===== src/rtl/pld_seq_pkg.sv =====
package pld_seq_pkg;

    localparam int ADDR_W = 6;

    typedef enum logic [1:0] {
        CMD_RD_DIRECT = 2'd0,
        CMD_RD_SHIFT  = 2'd1,
        CMD_PROGRAM   = 2'd2,
        CMD_PROGRAM_B = 2'd3
    } pld_cmd_e;

    typedef enum logic [3:0] {
        ST_IDLE,
        ST_ADDR,
        ST_BIT_SET,
        ST_BIT_HI,
        ST_BIT_LO,
        ST_STB_RD,
        ST_STB_REC,
        ST_PULSE,
        ST_PV_OFF
    } pld_state_e;

    typedef struct packed {
        logic [ADDR_W-1:0] addr;
        logic              din;
        logic              sclk;
        logic              load_n;
        logic              prog;
    } pld_pins_t;

    localparam pld_pins_t PINS_IDLE = '{addr: '0, din: 1'b0, sclk: 1'b0,
                                        load_n: 1'b1, prog: 1'b0};

    function automatic logic cmd_is_program(input pld_cmd_e c);
        return c[1];
    endfunction

    function automatic int max_of4(input int a, input int b, input int c, input int d);
        int m;
        m = a;
        if (b > m) m = b;
        if (c > m) m = c;
        if (d > m) m = d;
        return m;
    endfunction

endpackage


===== src/rtl/pld_pulse_timer.sv =====
module pld_pulse_timer #(
    parameter int CLK_PER_US = 50,
    parameter int US_PER_MS  = 1000,
    parameter int MS_W       = 8
) (
    input  logic            clk,
    input  logic            rst,
    input  logic            run,
    input  logic [MS_W-1:0] ms_target,
    output logic            last
);
    localparam int US_W  = $clog2(CLK_PER_US + 1);
    localparam int MSU_W = $clog2(US_PER_MS + 1);

    logic [US_W-1:0]  us_cnt;
    logic [MSU_W-1:0] ms_us;
    logic [MS_W-1:0]  ms_cnt;
    logic             us_wrap;
    logic             ms_wrap;

    assign us_wrap = (us_cnt == US_W'(CLK_PER_US - 1));
    assign ms_wrap = (ms_us == MSU_W'(US_PER_MS - 1));
    assign last    = run && us_wrap && ms_wrap && (ms_cnt == ms_target - MS_W'(1));

    always_ff @(posedge clk) begin
        if (rst || !run) begin
            us_cnt <= '0;
            ms_us  <= '0;
            ms_cnt <= '0;
        end else if (us_wrap) begin
            us_cnt <= '0;
            if (ms_wrap) begin
                ms_us  <= '0;
                ms_cnt <= ms_cnt + MS_W'(1);
            end else begin
                ms_us <= ms_us + MSU_W'(1);
            end
        end else begin
            us_cnt <= us_cnt + US_W'(1);
        end
    end

    AST_PULSE_ENDS: assert property (@(posedge clk) disable iff (rst)
        last |=> !run);

endmodule


===== src/rtl/pld_seq_ctrl.sv =====
module pld_seq_ctrl
    import pld_seq_pkg::*;
#(
    parameter int ROW_MAX   = 128,
    parameter int LEN_W     = 8,
    parameter int MS_W      = 8,
    parameter int SETUP_CYC = 2,
    parameter int HI_CYC    = 100,
    parameter int LO_CYC    = 100,
    parameter int STB_CYC   = 100
) (
    input  logic              clk,
    input  logic              rst,
    input  logic              start,
    input  logic [1:0]        cmd,
    input  logic [ADDR_W-1:0] row_addr,
    input  logic [LEN_W-1:0]  row_len,
    input  logic [ROW_MAX-1:0] row_data,
    input  logic [MS_W-1:0]   pulse_ms,
    input  logic              sdout,
    input  logic              pulse_last,
    output logic              busy,
    output logic              done,
    output logic [ROW_MAX-1:0] rd_data,
    output pld_pins_t         pins,
    output logic              pulse_run,
    output logic [MS_W-1:0]   ms_q
);
    localparam int MAXC  = max_of4(SETUP_CYC, HI_CYC, LO_CYC, STB_CYC);
    localparam int CNT_W = $clog2(MAXC + 1);
    localparam int IDX_W = $clog2(ROW_MAX);

    pld_state_e         st;
    pld_cmd_e           cmd_q;
    logic [CNT_W-1:0]   cnt;
    logic [CNT_W-1:0]   lim;
    logic               cnt_last;
    logic [IDX_W-1:0]   idx;
    logic               rd_phase;
    logic [LEN_W-1:0]   len_q;
    logic [ROW_MAX-1:0] data_q;
    logic [ROW_MAX-1:0] rd_q;
    logic               bit_last;
    logic               prog;

    always_comb begin
        case (st)
            ST_ADDR, ST_BIT_SET, ST_STB_REC, ST_PV_OFF: lim = CNT_W'(SETUP_CYC - 1);
            ST_BIT_HI:                                  lim = CNT_W'(HI_CYC - 1);
            ST_BIT_LO:                                  lim = CNT_W'(LO_CYC - 1);
            ST_STB_RD:                                  lim = CNT_W'(STB_CYC - 1);
            default:                                    lim = '0;
        endcase
    end

    assign cnt_last  = (cnt == lim);
    assign bit_last  = ((LEN_W'(idx) + LEN_W'(1)) == len_q);
    assign prog      = cmd_is_program(cmd_q);
    assign busy      = (st != ST_IDLE);
    assign rd_data   = rd_q;
    assign pulse_run = (st == ST_PULSE);

    always_ff @(posedge clk) begin
        if (rst) begin
            st       <= ST_IDLE;
            cmd_q    <= CMD_RD_DIRECT;
            cnt      <= '0;
            idx      <= '0;
            rd_phase <= 1'b0;
            len_q    <= '0;
            data_q   <= '0;
            rd_q     <= '0;
            ms_q     <= '0;
            pins     <= PINS_IDLE;
            done     <= 1'b0;
        end else begin
            done <= 1'b0;
            cnt  <= cnt_last ? '0 : cnt + CNT_W'(1);
            case (st)
                ST_IDLE: begin
                    cnt <= '0;
                    if (start) begin
                        cmd_q     <= pld_cmd_e'(cmd);
                        len_q     <= (row_len > LEN_W'(ROW_MAX)) ? LEN_W'(ROW_MAX) : row_len;
                        data_q    <= row_data;
                        rd_q      <= '0;
                        ms_q      <= (pulse_ms == '0) ? MS_W'(1) : pulse_ms;
                        idx       <= '0;
                        rd_phase  <= 1'b0;
                        pins.addr <= row_addr;
                        pins.prog <= cmd[1];
                        st        <= ST_ADDR;
                    end
                end
                ST_ADDR: if (cnt_last) begin
                    if (cmd_q == CMD_RD_DIRECT || len_q == '0) begin
                        pins.load_n <= 1'b0;
                        st          <= prog ? ST_PULSE : ST_STB_RD;
                    end else begin
                        pins.din <= data_q[0];
                        st       <= ST_BIT_SET;
                    end
                end
                ST_BIT_SET: if (cnt_last) begin
                    if (rd_phase) rd_q[idx] <= sdout;
                    pins.sclk <= 1'b1;
                    st        <= ST_BIT_HI;
                end
                ST_BIT_HI: if (cnt_last) begin
                    pins.sclk <= 1'b0;
                    st        <= ST_BIT_LO;
                end
                ST_BIT_LO: if (cnt_last) begin
                    if (bit_last) begin
                        if (rd_phase) begin
                            pins <= PINS_IDLE;
                            done <= 1'b1;
                            st   <= ST_IDLE;
                        end else begin
                            pins.din    <= 1'b0;
                            pins.load_n <= 1'b0;
                            st          <= prog ? ST_PULSE : ST_STB_RD;
                        end
                    end else begin
                        idx <= idx + IDX_W'(1);
                        st  <= ST_BIT_SET;
                        if (!rd_phase) begin
                            pins.din <= data_q[1];
                            data_q   <= data_q >> 1;
                        end
                    end
                end
                ST_STB_RD: if (cnt_last) begin
                    pins.load_n <= 1'b1;
                    st          <= ST_STB_REC;
                end
                ST_STB_REC: if (cnt_last) begin
                    if (len_q == '0) begin
                        pins <= PINS_IDLE;
                        done <= 1'b1;
                        st   <= ST_IDLE;
                    end else begin
                        rd_phase <= 1'b1;
                        idx      <= '0;
                        st       <= ST_BIT_SET;
                    end
                end
                ST_PULSE: begin
                    cnt <= '0;
                    if (pulse_last) begin
                        pins.load_n <= 1'b1;
                        st          <= ST_PV_OFF;
                    end
                end
                ST_PV_OFF: if (cnt_last) begin
                    pins <= PINS_IDLE;
                    done <= 1'b1;
                    st   <= ST_IDLE;
                end
                default: st <= ST_IDLE;
            endcase
        end
    end

    AST_IDLE_PINS: assert property (@(posedge clk) disable iff (rst)
        !busy |-> (pins.load_n && !pins.sclk && !pins.prog));
    AST_ADDR_HOLD: assert property (@(posedge clk) disable iff (rst)
        (busy && $past(busy)) |-> $stable(pins.addr));
    AST_NO_CLK_IN_STROBE: assert property (@(posedge clk) disable iff (rst)
        !(pins.sclk && !pins.load_n));
    AST_PROG_QUIET: assert property (@(posedge clk) disable iff (rst)
        !$stable(pins.prog) |-> (!pins.sclk && pins.load_n && !$past(pins.sclk) && $past(pins.load_n)));
    AST_DIN_STEADY: assert property (@(posedge clk) disable iff (rst)
        (pins.sclk && $past(pins.sclk)) |-> $stable(pins.din));
    AST_DONE_SINGLE: assert property (@(posedge clk) disable iff (rst)
        done |=> !done);
    AST_BUSY_LOCK: assert property (@(posedge clk) disable iff (rst)
        (start && busy) |=> $stable(cmd_q));

endmodule


===== src/rtl/pld_row_sequencer.sv =====
module pld_row_sequencer
    import pld_seq_pkg::*;
#(
    parameter int CLK_PER_US = 50,
    parameter int US_PER_MS  = 1000,
    parameter int ROW_MAX    = 128,
    parameter int LEN_W      = 8,
    parameter int MS_W       = 8,
    parameter int SETUP_CYC  = 2,
    parameter int SCLK_HI_US = 2,
    parameter int SCLK_LO_US = 2,
    parameter int STB_US     = 2
) (
    input  logic               clk,
    input  logic               rst,
    input  logic               start,
    input  logic [1:0]         cmd,
    input  logic [5:0]         row_addr,
    input  logic [LEN_W-1:0]   row_len,
    input  logic [ROW_MAX-1:0] row_data,
    input  logic [MS_W-1:0]    pulse_ms,
    output logic               busy,
    output logic               done,
    output logic [ROW_MAX-1:0] rd_data,
    output logic [5:0]         pld_addr,
    output logic               pld_din,
    output logic               pld_clk,
    output logic               pld_load_n,
    output logic               pld_prog,
    input  logic               pld_dout
);
    localparam int HI_CYC  = SCLK_HI_US * CLK_PER_US;
    localparam int LO_CYC  = SCLK_LO_US * CLK_PER_US;
    localparam int STB_CYC = STB_US * CLK_PER_US;

    pld_pins_t       pins;
    logic            pulse_run;
    logic            pulse_last;
    logic [MS_W-1:0] ms_q;

    pld_seq_ctrl #(
        .ROW_MAX  (ROW_MAX),
        .LEN_W    (LEN_W),
        .MS_W     (MS_W),
        .SETUP_CYC(SETUP_CYC),
        .HI_CYC   (HI_CYC),
        .LO_CYC   (LO_CYC),
        .STB_CYC  (STB_CYC)
    ) u_ctrl (
        .clk       (clk),
        .rst       (rst),
        .start     (start),
        .cmd       (cmd),
        .row_addr  (row_addr),
        .row_len   (row_len),
        .row_data  (row_data),
        .pulse_ms  (pulse_ms),
        .sdout     (pld_dout),
        .pulse_last(pulse_last),
        .busy      (busy),
        .done      (done),
        .rd_data   (rd_data),
        .pins      (pins),
        .pulse_run (pulse_run),
        .ms_q      (ms_q)
    );

    pld_pulse_timer #(
        .CLK_PER_US(CLK_PER_US),
        .US_PER_MS (US_PER_MS),
        .MS_W      (MS_W)
    ) u_timer (
        .clk      (clk),
        .rst      (rst),
        .run      (pulse_run),
        .ms_target(ms_q),
        .last     (pulse_last)
    );

    assign pld_addr   = pins.addr;
    assign pld_din    = pins.din;
    assign pld_clk    = pins.sclk;
    assign pld_load_n = pins.load_n;
    assign pld_prog   = pins.prog;

endmodule


===== config.mk =====
export PLATFORM = sky130hd
export DESIGN_NAME = pld_row_sequencer
export DESIGN_NICKNAME = d
export VERILOG_FILES = /design/src/rtl/pld_seq_pkg.sv /design/src/rtl/pld_pulse_timer.sv /design/src/rtl/pld_seq_ctrl.sv /design/src/rtl/pld_row_sequencer.sv
export SDC_FILE = /design/constraint.sdc
export NUM_CORES = 1
export LEC_CHECK = 0
export BUFFER_PORTS_ARGS = -buffer_cell sky130_fd_sc_hd__buf_2
export CORE_MARGIN = 3
export CORE_UTILIZATION = 45
export DETAILED_ROUTE_END_ITERATION = 7
export PLACE_DENSITY = 0.78
export SLEW_MARGIN = 5
export SYNTH_ARGS = -nofsm -noshare
export SYNTH_HDL_FRONTEND = slang
export SYNTH_SLANG_ARGS = --single-unit

===== constraint.sdc =====
create_clock -name clk -period 5.55 [get_ports clk]
set_input_delay 1.11 -clock clk [delete_from_list [all_inputs] [get_ports clk]]
set_output_delay 1.11 -clock clk [all_outputs]
set_load 0.1 [all_outputs]

==> results.tsv, run 1 <==
metric	value	unit
status	finished clean	
sw frac	37.1	%
Root Buffer	clkbuf_16	
fin crit period	4.08	ns
vias per std cell	5.75	
startpoint type of the worst setup path	flip-flop	
sw power	0.00309	W
top cell type by total area after synthesis	dfxtp_1	
initial antenna violation count	10	
Seq/Total Area, Yosys	41.3	%
CP arrival	4.50	ns
synth top area cells	dfxtp_1, nor2_1, mux2i_1	
IO Pins	296	
Die Height	194	µm
fin util	53.4	%
synth unique cells	73	
Mapped Avg Cell Area	8.10	µm²
most frequent cells in the layout	nor2_1, dfxtp_1, buf_2	
Yosys reg bits	328	
Top FF cell, synth	dfxtp_1	
Hold Path Class	flip-flop to flip-flop	
relative slew slack	14.3	%
Post-Layout Inst Area	0.0185	mm²
pre-CTS setup slack	1.51	ns
Clock power frac	29.3	%
largest net degree at the start of global routing	136	
Global Route Usage Sum	23.7	%
Syn Inst Count	1963	
Rows	68	
drt drc	0	
share of flip-flops with an asynchronous set or reset	0	%
Fin Setup TNS	0	ns
Worst-path clk slew	0.06	ns
number of global-route vias before repair	14200	
P per Cell Area	449	mW/mm²
NumNets Final	2314	
TritonCTS clock tree	yes	
gpl congestion	0.912	
WL/cell	18.1	µm
worst-path maximum fanout	72	
Post-CTS Setup Inserts	0	
Worst path slowest cell	dfxtp_1	
Overflow after GRT	0	
Setup Skew	0.0189	ns
die span in x	194	µm
drt first pass iters	6	
via count	15100	
Post-synth EDFFs	0	
design internal power	0.00523	W
Fmax	245	MHz
CP endpoint kind	flip-flop	
share of layout cells above drive strength 1	19.9	%
Synth top area share	41.3	%
dpl hpwl	31300	µm
Post-CTS Hold Fix Bufs	0	
clock buffer count from CTS	37	
most common cell after layout, fill and taps aside	nor2_1	
clk buf depth	3	
synth warn	0	
syn nets	2126	
first-pass GRT wire length	74800	µm
final-report hold violation count	0	
Final setup viols	0	
worst vdd ir	0.345	mV
Sequential Power Share	37.4	%
DRC violation total after the first TritonRoute iteration	1431	
most used cell, CP	nor2_1	
CTS H-tree lvls	2	
critical-path cell list	and4_1 > nor2_1 > o31ai_1 > nor4_4 > o41ai_4 > buf_4 > nor2_1 > a211oi_1	
final wirelength	47600	µm
post_cts resized	0	
die footprint	0.0376	mm²
actual slew at the worst max-slew pin	1.27	ns
clock latency on the worst-skew pair	0.53	ns
placed cell area	0.0173	mm²
Area growth syn-to-layout	16.6	%
Final Max Tran Viols	0	
Final Cycle Share	73.6	%
critical path class	flip-flop to flip-flop	
unrepaired setup endpoints after global routing	no	
worst path required time	5.97	ns
DRT antenna net count	0	
worst setup margin	1.47	ns
CTS sink count	328	
initial core utilization	45.8	%
Mapped Area	0.0159	mm²
max incr delay on CP	0.83	ns
Comb power frac	33.3	%
Fill cells	3227	
core area	0.0347	mm²
I/O Buffers	295	
Leak Pwr	6.95	nW
max-cap violation count	0	
Final Power	0.00833	W
[stage by stage]
stage               hold slack, ns  instances
floorplan                    0.430       1963
global placement             0.443       2567
detailed placement           0.456       2567
CTS                          0.467       2631
global route                 0.480       2632
finish                       0.464       2634
[critical path: cells and delay by family (launching register included)]
kind	cells	cell delay, ns
AOI/OAI and AO/OA	3	1.43
and+or+nand+nor	4	0.94
DFF	1	0.83
buffers and inverters	1	0.69
[worst paths after layout]
check,slack (ns),startpoint,cells after the start,end
worst min-delay path,0.46,u_ctrl.pins[5],2,u_ctrl.pins[5]
worst max register to register,1.47,u_ctrl.idx[6],8,u_ctrl.data_q[11]
worst min register to register,0.46,u_ctrl.pins[5],2,u_ctrl.pins[5]
worst max-delay path,1.47,u_ctrl.idx[6],8,u_ctrl.data_q[11]
[flip-flops by register name (all words and copies together) (netlist names)]
signal / cells
u_ctrl.data_q: 128
u_ctrl.rd_data: 128
u_ctrl.pins: 10
u_timer.ms_us: 10
u_ctrl.len_q: 8
u_ctrl.ms_q: 8
u_timer.ms_cnt: 8
u_ctrl.cnt: 7
u_ctrl.idx: 7
u_timer.us_cnt: 6
u_ctrl.st: 4
u_ctrl.cmd_q: 2
u_ctrl.done: 1
u_ctrl.rd_phase: 1
[cells by family (layout without fill, tap and decap cells)]
logic type,after synthesis,after routing,synth area share (%)
and+or+nand+nor,743,743,20.3
AOI/OAI and AO/OA,532,532,21.8
DFF,328,328,41.3
buffers and inverters,174,387,5.20
muxes,137,137,8.63
xor gates and xnor gates,42,42,2.31
adders and majority gates,7,7,0.551
other,0,3,0
[area by class of cell]
| cell class | instances | area [µm²] | area share [%] |
|---|---|---|---|
| Multi-Input combinational cell | 1461 | 8540 | 46.0 |
| Sequential cell | 328 | 6570 | 35.4 |
| Timing Repair Buffer | 311 | 1620 | 8.73 |
| Clock buffer | 54 | 1080 | 5.84 |
| Tap cell | 455 | 569 | 3.07 |
| Clock inverter | 10 | 113 | 0.607 |
| Inverter | 12 | 46.3 | 0.250 |
| Antenna cell | 3 | 7.51 | 0.0405 |
[Yosys cell counts (all sizes together), types with 3 or more instances]
master / instances
and4: 4
a31oi: 25
nand4: 11
or4: 4
and3: 7
nor2: 399
a21oi: 180
buf: 48
a2111oi: 3
and2: 4
o311a: 3
ha: 7
o21ai: 152
nand3b: 20
mux2i: 136
nor2b: 8
or3: 12
o31ai: 4
nand2: 197
dfxtp: 328
nor4: 10
xor2: 22
inv: 12
xnor2: 20
a211oi: 129
a211o: 3
a21o: 5
nand2b: 12
nor3: 17
clkbuf: 114
nand3: 31
[power groups by stage]
stage / registers (W) / clock network, W / logic, W
global route: 0.00316 / 0.00257 / 0.00306
detailed placement: 0.00314 / 0 / 0.00275
floorplan: 0.00314 / 0 / 0.00227
global placement: 0.00312 / 0 / 0.00266
CTS: 0.00310 / 0.00249 / 0.00277
finish: 0.00311 / 0.00244 / 0.00277
[routing by layer]
layer / global-route usage, % / vias to the layer above / wire length [µm]
li1: - / 7247 / -
met1: 31.2 / 7043 / 19500
met2: 37.9 / 728 / 21500
met3: 6.64 / 110 / 5280
met4: 7.63 / 16 / 1310
met5: 0 / - / 93
No activity file was read; power rests on OpenSTA's default activity.
==> run 2, diff against run 1 <==
clock period = 4 ns   (was 5.55 ns; I/O delays follow)
==> run 2 against run 1 <==
Utilization rose by 0.60 points. Via count is 0.46% lower. First-iteration DRC count is 0.91% higher. Clock skew fell by 0.0018 ns. Clock-buffer cell count rose by 1. Hold slack about the same. Cell count up 0.72%. Routed wire length decreased by 1.4%. Global-route usage fell by 0.25 points. Worst setup slack worse by 0.90 ns. Critical path depth rose by 1. Critical endpoint is now u_ctrl.data_q[61].
==> results.tsv, run 2 (synthesis gave the netlist of run 1 again) <==
metric	value	unit
status	finished clean	
Hold Path Class	flip-flop to flip-flop	
critical path class	flip-flop to flip-flop	
drt first pass iters	5	
Fin Setup TNS	0	ns
P per Cell Area	619	mW/mm²
max incr delay on CP	0.84	ns
clock latency on the worst-skew pair	0.51	ns
die footprint	0.0376	mm²
Bufs and invs on worst path	2	
NumNets Final	2334	
Fmax	291	MHz
initial core utilization	45.8	%
Leak Pwr	7.09	nW
number of global-route vias before repair	14300	
footprint of the multi-input gates	0.00852	mm²
clock buffer count from CTS	36	
CP arrival	3.84	ns
post_cts resized	0	
CTS sink count	328	
Overflow after GRT	0	
placed cells	2588	
Final setup viols	0	
relative slew slack	19.0	%
Post-CTS Hold Fix Bufs	0	
initial antenna violation count	4	
Final Max Tran Viols	0	
Area growth syn-to-layout	17.9	%
via count	15100	
share of layout cells above drive strength 1	20.5	%
R2R setup slack	0.57	ns
Worst-path clk slew	0.06	ns
critical-path cell list	and4_1 > nor2_1 > o31ai_1 > nor4_4 > o41ai_4 > buf_4 > buf_4 > nor2_1 > a211oi_1	
crit-path leading delay family	compound AO/OA/AOI/OAI gates	
largest net degree at the start of global routing	173	
startpoint type of the worst setup path	flip-flop	
worst path required time	4.41	ns
unrepaired setup endpoints after global routing	no	
Final Cycle Share	85.8	%
Setup Skew	0.0170	ns
Post-CTS Setup Inserts	0	
Fill cells	3178	
dpl hpwl	31500	µm
Layout Cells excl Fill	2653	
gpl congestion	0.904	
max-cap violation count	0	
actual slew at the worst max-slew pin	1.21	ns
Die Height	194	µm
die span in x	194	µm
clk buf depth	3	
IO Pins	296	
DRT antenna net count	0	
WL/cell	17.7	µm
CP endpoint kind	flip-flop	
most common cell after layout, fill and taps aside	nor2_1	
Root Buffer	clkbuf_16	
I/O Buffers	295	
worst-path maximum fanout	40	
worst vdd ir	0.487	mV
Rows	68	
DRC violation total after the first TritonRoute iteration	1444	
first-pass GRT wire length	74800	µm
Worst path slowest cell	dfxtp_1	
vias per std cell	5.68	
CTS H-tree lvls	2	
core area	0.0347	mm²
drt drc	0	
most frequent cells in the layout	nor2_1, dfxtp_1, buf_2	
Global Route Usage Sum	23.5	%
register area	0.00657	mm²
final wirelength	46900	µm
fin crit period	3.43	ns
TritonCTS clock tree	yes	
final-report hold violation count	0	
-- run 2: cell types whose count changed in the layout (fill, tap and decap cells not counted), sizes merged --
cell      change
buf          +21
bufinv        +1
clkbuf        +1
clkinvlp      -2
diode         -2
-- run 2: worst paths after layout --
check | startpoint | end | depth (start not counted)
setup / recovery | u_ctrl.idx[3] | u_ctrl.data_q[61] | 9
hold / removal | u_ctrl.pins[2] | u_ctrl.pins[2] | 2
setup reg to reg | u_ctrl.idx[3] | u_ctrl.data_q[61] | 9
hold reg to reg | u_ctrl.pins[2] | u_ctrl.pins[2] | 2
-- run 2: worst min-delay path, delay by kind of cell, from the launching register on --
kind | cells | cell delay, ns
AND/OR/NAND/NOR | 1 | 0.05
multiplexers | 1 | 0.06
flip-flops | 1 | 0.31
-- run 2: cell type report --
class | count | area share (%)
multi-input combinational | 1461 | 45.5
clock buffer | 55 | 5.78
timing repair buffer | 332 | 9.74
antenna | 1 | 0.0133
sequential | 328 | 35.0
tap | 455 | 3.04
inverter | 12 | 0.247
clock inverter | 9 | 0.681
-- run 2: where the power goes --
part | leakage, nW | switching (W) | internal, W
logic | 3.82 | 0.00246 | 0.00144
registers | 2.67 | 0.000430 | 0.00387
clock network | 0.598 | 0.00134 | 0.00206
total | 7.09 | 0.00423 | 0.00737
-- run 2: stage by stage --
stage,hold WS [ns],total power [W],util [%],setup slack (ns),instance area (µm²)
after global placement,0.442,0.00808,50.5,0.794,17500
after floorplan,0.430,0.00751,-,1.52,15900
after global routing,0.481,0.0123,54.0,0.301,18800
after detailed placement,0.460,0.00823,50.5,0.654,17500
after CTS,0.468,0.0116,54.0,0.630,18700
final,0.463,0.0116,54.0,0.569,18800
-- run 2: routing by layer --
| metal | share of wire [%] | global-route usage, % | vias up |
|---|---|---|---|
| met2 | 45 | 37.6 | 720 |
| met5 | 0.075 | 0 | - |
| met1 | 42 | 31.3 | 6966 |
| met4 | 2.6 | 6.84 | 6 |
| met3 | 11 | 6.27 | 110 |
| li1 | - | - | 7273 |
==> run 3, diff against run 2 <==
CTS_BUF_LIST = sky130_fd_sc_hd__clkbuf_8   (was unset)
HOLD_SLACK_MARGIN = 0.06   (was unset)
==> run 3 against run 2 <==
Hold slack got worse by 0.029 ns. Critical path type unchanged. Clock power fell by 4%. Register-to-register slack barely moved. Die area did not move. Non-clock buffer count did not move. Largest cell class unchanged. Maximum frequency barely moved. Cell count rose by 1.4%. Largest power group unchanged. Critical endpoint is now u_ctrl.data_q[39]. Via count rose by 1.3%. Sequential power barely moved.
==> results.tsv, run 3 (synthesis gave the netlist of run 1 again) <==
metric	value	unit
clock buffer count from CTS	55	
Hold Path Class	primary input to flip-flop	
most frequent cells in the layout	nor2_1, dfxtp_1, buf_2	
relative slew slack	21.6	%
Final setup viols	0	
Post-CTS Hold Fix Bufs	0	
TritonCTS clock tree	yes	
Worst-path clk slew	0.06	ns
die footprint	0.0376	mm²
placed cells	2588	
largest net degree at the start of global routing	173	
Setup Skew	0.0260	ns
reg2reg start	u_ctrl.st[1]	
max-cap violation count	0	
actual slew at the worst max-slew pin	1.17	ns
clock latency on the worst-skew pair	0.64	ns
CP arrival	3.95	ns
number of global-route vias before repair	14600	
most common cell after layout, fill and taps aside	nor2_1	
worst vdd ir	0.463	mV
Fill cells	3167	
worst path required time	4.53	ns
drt drc	0	
final wirelength	47800	µm
Final Cycle Share	85.7	%
Root Buffer	clkbuf_8	
drt first pass iters	6	
vias per std cell	5.67	
fin crit period	3.43	ns
final hold slack	0.434	ns
register area	0.00657	mm²
dpl hpwl	31500	µm
footprint of the multi-input gates	0.00852	mm²
FF-to-FF End	u_ctrl.data_q[39]	
Post-CTS Setup Inserts	0	
Die Height	194	µm
IO Pins	296	
P per Cell Area	613	mW/mm²
hold_sp	pulse_ms[5]	
fin util	54.1	%
post_cts resized	0	
first-pass GRT wire length	76000	µm
share of layout cells above drive strength 1	21.5	%
Area growth syn-to-layout	18.0	%
WL/cell	17.8	µm
status	finished clean	
final-report hold violation count	0	
DRC violation total after the first TritonRoute iteration	1341	
Fmax	292	MHz
core area	0.0347	mm²
CTS H-tree lvls	2	
CTS sink count	328	
initial antenna violation count	6	
DRT antenna net count	0	
die span in x	194	µm
WHS Path Cells	3	
Fin Setup TNS	0	ns
via count	15300	
Layout Cells excl Fill	2690	
unrepaired setup endpoints after global routing	no	
startpoint type of the worst setup path	flip-flop	
I/O Buffers	295	
initial core utilization	45.8	%
Final Max Tran Viols	0	
NumNets Final	2353	
Hold EP	u_ctrl.ms_q[5]	
Rows	68	
R2R depth	9	
CP endpoint kind	flip-flop	
clk buf depth	3	
Overflow after GRT	0	
worst-path maximum fanout	102	
Leak Pwr	7.18	nW
Global Route Usage Sum	24.1	%
critical path class	flip-flop to flip-flop	
R2R setup slack	0.57	ns
gpl congestion	0.904	
==> run 3: layer usage <==
layer | track usage [%] | part of all wire [%] | vias to the layer above | wire length [µm]
li1 | - | - | 7330 | -
met1 | 31.3 | 41 | 7065 | 19700
met2 | 38.2 | 45 | 737 | 21500
met3 | 7.78 | 11 | 124 | 5300
met4 | 7.85 | 2.7 | 8 | 1280
met5 | 0 | 0.077 | - | 37
==> run 3: worst max path at each step <==
stage,from,end,slack [ns]
5_1_grt,u_ctrl.idx[3],u_ctrl.data_q[14],0.32
4_1_cts,u_ctrl.idx[6],u_ctrl.data_q[43],0.64
6_report,u_ctrl.st[1],u_ctrl.data_q[39],0.57
2_1_floorplan,u_ctrl.ms_q[0],u_ctrl.pins[1],1.52
3_5_place_dp,u_ctrl.idx[6],u_ctrl.data_q[11],0.65
3_3_place_gp,u_ctrl.st[1],u_ctrl.data_q[127],0.79
==> run 3: report_power, final <==
group	total (W)	leakage, nW	switching [W]	internal, W
Clock	0.00328	0.685	0.00140	0.00188
Combinational	0.00391	3.82	0.00246	0.00144
Sequential	0.00430	2.67	0.000434	0.00387
==> run 3: per-stage QoR <==
stage	area, µm²	setup WS, ns	power, W
after global routing	18800	0.320	0.0122
after floorplan	15900	1.52	0.00751
after CTS	18800	0.640	0.0115
final	18800	0.572	0.0115
after global placement	17500	0.794	0.00808
after detailed placement	17500	0.654	0.00823
==> run 3: layout make-up <==
class,instances,share of cell area [%]
sequential,328,35.0
timing repair buffer,332,9.74
clock inverter,26,1.14
inverter,12,0.247
clock buffer,73,5.35
antenna,3,0.0400
tap,455,3.03
multi-input combinational,1461,45.4
==> run 3: worst max-delay path, cell delays in order (launching register included) <==
cell	delay (ns)
dfxtp_1	0.86
nand3b_1	0.31
a2111oi_4	0.46
a21o_2	0.22
o21ai_2	0.13
o41ai_4	0.36
buf_4	0.24
buf_12	0.35
nor2_1	0.12
a211oi_2	0.21
